File: config.mk
export PLATFORM = sky130hd
export DESIGN_NAME = adc_readout_seq
export DESIGN_NICKNAME = d
export VERILOG_FILES = /design/src/rtl/adc_readout_seq.sv
export SDC_FILE = /design/constraint.sdc
export NUM_CORES = 1
export LEC_CHECK = 0
export BUFFER_PORTS_ARGS = -buffer_cell sky130_fd_sc_hd__buf_2
export CAP_MARGIN = 10
export CORE_ASPECT_RATIO = 1.1
export CORE_MARGIN = 10
export CORE_UTILIZATION = 25
export CTS_CLUSTER_DIAMETER = 120
export DETAILED_ROUTE_END_ITERATION = 12
export SETUP_SLACK_MARGIN = 0.2
export SLEW_MARGIN = 20
export SYNTH_ARGS = -nofsm -noshare
export SYNTH_HDL_FRONTEND = slang
export SYNTH_SLANG_ARGS = --single-unit
File: constraint.sdc
create_clock -name clk -period 1.85 [get_ports clk]
set_input_delay 0.0925 -clock clk [delete_from_list [all_inputs] [get_ports clk]]
set_output_delay 0.0925 -clock clk [all_outputs]
set_load 0.05 [all_outputs]
File: src/rtl/adc_readout_seq.sv
`timescale 1ns/1ps
module adc_readout_seq #(
  parameter int FRAME_CYC  = 100,
  parameter int QUIET_CYC  = 65,
  parameter int NBITS      = 32,
  parameter int STROBE_CYC = 2,
  parameter int BYTE_W     = 8
) (
  input  logic              clk,
  input  logic              rst,
  input  logic              ser_din,
  input  logic              byte_rd,
  output logic              conv_start,
  output logic              ser_clk,
  output logic              data_rdy,
  output logic              overrun,
  output logic [BYTE_W-1:0] byte_q
);
  localparam int CW     = $clog2(FRAME_CYC);
  localparam int NBYTES = NBITS / BYTE_W;
  localparam int IW     = $clog2(NBYTES);
  localparam int LAST   = QUIET_CYC + NBITS - 1;

  logic [CW-1:0]    cnt, cnt_nxt;
  logic             sck_en;
  logic [NBITS-1:0] shreg, hold, view;
  logic [IW-1:0]    idx;
  logic             done, last_rd;

  assign cnt_nxt = (cnt == CW'(FRAME_CYC - 1)) ? '0 : cnt + 1'b1;
  assign done    = (cnt == CW'(LAST));
  assign last_rd = byte_rd && (idx == IW'(NBYTES - 1));

  always_ff @(posedge clk) begin
    if (rst) begin
      cnt        <= CW'(FRAME_CYC - 1);
      conv_start <= 1'b0;
    end else begin
      cnt        <= cnt_nxt;
      conv_start <= (cnt_nxt < CW'(STROBE_CYC));
    end
  end

  // enable changes only while clk is low, so the gated pulse is whole
  always_ff @(negedge clk) begin
    if (rst) sck_en <= 1'b0;
    else     sck_en <= (cnt >= CW'(QUIET_CYC - 1)) && (cnt <= CW'(LAST - 1));
  end

  assign ser_clk = clk & sck_en;

  always_ff @(posedge clk) begin
    if (rst)         shreg <= '0;
    else if (sck_en) shreg <= {shreg[NBITS-2:0], ser_din};
  end

  always_ff @(posedge clk) begin
    if (rst) begin
      hold     <= '0;
      idx      <= '0;
      data_rdy <= 1'b0;
      overrun  <= 1'b0;
    end else if (done) begin
      hold     <= shreg;
      idx      <= '0;
      data_rdy <= 1'b1;
      if (data_rdy && !last_rd) overrun <= 1'b1;
    end else if (byte_rd && data_rdy) begin
      if (last_rd) begin
        idx      <= '0;
        data_rdy <= 1'b0;
      end else begin
        idx <= idx + 1'b1;
      end
    end
  end

  assign view   = hold << (32'(idx) * BYTE_W);
  assign byte_q = view[NBITS-1 -: BYTE_W];
endmodule

## Word level (Yosys, flattened, before mapping)

Cells that the tools add are included.

- Register bits after elaboration: 77
- Output and inout bits: 12
- Word-level logic and storage cells: 33
- Input port bits: 4

- Shift operators: 1
- Reduce and logical (&&, ||, !) cells: 10
- Bitwise logic cells: 1
- Muxes and demuxes: 5
- Add/sub/neg operators: 2
- Equal/unequal tests: 3
- Order comparisons: 3

Operator list:

| kind | count |
|---|---|
| $shl A32 B5 Y32 | 1 |
| $eq A7 B7 Y1 const B | 2 |
| $add A7 B1 Y7 const B | 1 |
| $ge A7 B7 Y1 const B | 1 |
| $le A7 B7 Y1 const B | 1 |
| $lt A7 B2 Y1 const B | 1 |
| $mux W7 | 1 |
| $logic_and A1 B1 Y1 | 4 |
| $reduce_and A2 Y1 | 2 |
| $reduce_bool A2 Y1 | 2 |
| $mux W1 | 3 |
| $add A2 B1 Y2 const B | 1 |
| $eq A2 B2 Y1 const B | 1 |
| $mux W2 | 1 |
| $reduce_or A2 Y1 | 1 |
| $and A1 B1 Y1 | 1 |
| $logic_not A1 Y1 | 1 |

## Logic depth before layout (Yosys ltp)

- Depth after elaboration: 5
- Mapped depth: 7
- Depth with buffers taken out: 5

==> summary.md <==
| Metric | Value |
|---|---|
| Post-place setup slack | `-59.89 ps` |
| WHS | `449.9 ps` |
| Leak pwr | `1.668 nW` |
| Core footprint | `roughly 12000 sq um` |
| DPL Wire Length | `4335 um` |
| Diode count | `0` |
| Slew @ Worst Pin | `777.0 ps` |
| Sequential element share of the synthesized area | `0.4980` |
| Maxcap violations | `0` |
| Pre-antenna DRT Iters | `4` |
| Clock-pin slew on the worst setup and hold paths | `roughly 60 ps` |
| Critical Path AT | `2180 ps` |
| Main synth FF type | `dfxtp_1` |
| WL per Instance | `approximately 15 um` |
| Die height | `about 140 um` |
| Crit-path max cell delay | `340 ps` |
| DRT antenna net count | `0` |
| Iteration-0 DRC Markers | `between 150 and 200` |
| Largest net degree at the start of global routing | `75` |
| CP Capture Type | `output port` |
| Post-Syn Instances | `324` |
| Setup ws final | `-425.0 ps` |
| First-pass GRT wire length | `11760 um` |
| Layout cells sized above 1 | `0.3190` |
| Number of global-route vias before repair | `2287` |
| I/O Pins | `16` |
| Synthesis-stage register bit count | `just under 80` |
| I/O Buffers | `15` |
| Final Hold Viols | `0` |
| Via/cell ratio | `4.558` |
| RD Place Congestion | `0.7414` |
| Syn. warnings | `0` |
| Initial core utilization | `0.2561` |
| Initial antenna violation count | `0` |
| Worst Path Max Fanout | `2` |
| P&R area growth vs syn | `40.34%` |
| Count of final max-slew check failures | `0` |
| Hold crit path type | `flop to flop` |
| Total grt overflow | `0` |
| CTS tree | `yes` |
| Max stage delay cell, worst path | `dfxtp_4` |
| Chip Width | `126.1 um` |
| Number of synthesized flops with an enable pin | `0` |
| Worst Path Required | `1760 ps` |
| Core Util, Final | `0.3594` |
| Status | `complete, but fails checks` |
| Final setup viols | `34` |
| Setup TNS | `-9820 ps` |
| Post-synth ARST share | `0` |
| Worst Skew | `80.77 ps` |
| CP Cell Sequence | `buf_6 > and2_4 > buf_8` |
| Syn nets | `between 300 and 400` |
| Residual DRC count | `0` |
| RSZ-0062 raised after global routing | `true` |
| Peak supply drop | `0.5503 mV` |
| Failing checks | `setup timing` |
| Relative slew slack | `0.4820` |
| GRT Util Overall | `0.08554` |
| Nets | `375` |
| Routed wire length | `7671 um` |
| Clock Latency Late Sink | `520 ps` |
| Cell Pwr Density | `1068 nW/um^2` |
| DIE AREA | `between 15000 and 20000 sq um` |
| Via Count | `approximately 2400` |
| WS Path Type | `flop to output port` |
| Std cell rows | `between 40 and 50` |
| Post-synthesis cell type count | `32` |
| CP Launch Type | `flop` |
| Synthesized area | `3095 sq um` |
| Avg Inst Size Synth | `9.554 sq um` |
[report_power, final]
group | internal, mW | switching [mW]
combinational | 0.438 | 0.445
clock | 1.23 | 0.746
sequential | 1.72 | 0.0572
total | 3.39 | 1.25
[cell type report]
| class | instances | area [sq um] |
|---|---|---|
| clock buffers | 15 | 332.8 |
| clock inverters | 6 | 38.79 |
| fillers | 1187 | 7742 |
| inverters | 3 | 11.26 |
| multi-input cells | 219 | 1543 |
| flip-flops and latches | 77 | 1554 |
| well taps | 154 | 192.7 |
| repair buffers | 53 | 671.9 |
[synthesized netlist by cell type, types with 3 or more instances]
| library cell | instances | area, sq um |
|---|---|---|
| a21oi_1 | 30 | 150.1 |
| a21oi_2 | 4 | 35.03 |
| and3_2 | 3 | 22.52 |
| buf_12 | 3 | 60.06 |
| buf_2 | 5 | 25.02 |
| clkbuf_1 | 13 | 48.80 |
| dfxtp_1 | 77 | 1541 |
| ha_1 | 3 | 37.54 |
| inv_1 | 4 | 15.01 |
| mux2i_1 | 33 | 330.3 |
| mux4_2 | 8 | 180.2 |
| nand2_1 | 69 | 259.0 |
| nand3_1 | 4 | 20.02 |
| nor2_1 | 39 | 146.4 |
| nor3_1 | 5 | 25.02 |
| xor2_1 | 3 | 26.28 |
[critical path, delay by kind of cell, from the launching register on]
family / cells / cell delay, ps
buf+inv: 2 / 250
flops: 1 / 340
simple gates: 1 / 140
[cell families after synthesis]
logic type / count (synthesis) / share of synthesized area
AO/OA/AOI/OAI: 42 / 0.07882
adder cells (fa/ha/maj): 3 / 0.01213
XOR/XNOR: 5 / 0.01415
AND/OR/NAND/NOR: 128 / 0.1754
flip-flops: 77 / 0.4980
buffers and inverters: 28 / 0.05659
multiplexers: 41 / 0.1649
[repair_timing]
| item | 4_1_cts | 5_1_grt |
|---|---|---|
| hold buffers | 3 | 0 |
| setup endpoints to repair | 43 | 44 |
| cloned | 3 | 3 |
| resized for setup | 45 | 34 |
| buffers inserted | 7 | 5 |
| pin swaps | 1 | 23 |
| endpoints found under the hold margin | 3 | 0 |
[path summary, 6_finish.rpt]
path                                            start                     to  slack (ps)  cells after the start
worst min register to register  hold[12]$_SDFFE_PP0P_  hold[12]$_SDFFE_PP0P_         450                      2
worst min-delay path            hold[12]$_SDFFE_PP0P_  hold[12]$_SDFFE_PP0P_         450                      2
worst max-delay path                sck_en$_SDFF_NP0_                ser_clk        -430                      3
worst max register to register      sck_en$_SDFF_NP0_  shreg[1]$_SDFFE_PP0P_        -370                      6
[metal layers]
layer / vias to the layer above / wire length, um / global-route usage
met1: 1169 / 3448 / 0.1041
met5: - / 0 / 0
met4: 0 / 176 / 0.05127
li1: 1184 / - / -
met3: 14 / 263 / 0.02864
met2: 35 / 3782 / 0.1284
[registers in the layout, indices dropped and copies added, names as in the netlist]
name and cells:
data_rdy 1, idx 2, overrun 1, cnt 7, shreg 32, hold 32
conv_start 1, sck_en 1
[metrics by stage]
step | power (mW) | cells | instance area (sq um)
6_report | 4.642 | 527 | 4344
5_1_grt | 4.834 | 527 | 4344
4_1_cts | 4.575 | 519 | 4096
3_5_place_dp | 2.473 | 487 | 3416
3_3_place_gp | 2.467 | 487 | 3416
2_1_floorplan | 2.364 | 324 | 3172
[layout by cell type, fill, tap and decap left out, types with 4 or more instances in the layout]
cell type / instances
a21oi_1: 29
a21oi_2: 5
buf_12: 6
buf_2: 6
buf_4: 17
buf_6: 5
buf_8: 11
clkbuf_16: 15
dfxtp_1: 71
dfxtp_2: 4
inv_1: 4
mux2i_1: 32
mux4_2: 8
nand2_1: 52
nand2_2: 9
nand2_4: 8
nor2_1: 38
nor3_1: 5
Note: power is estimated with default switching activity, not from simulation.
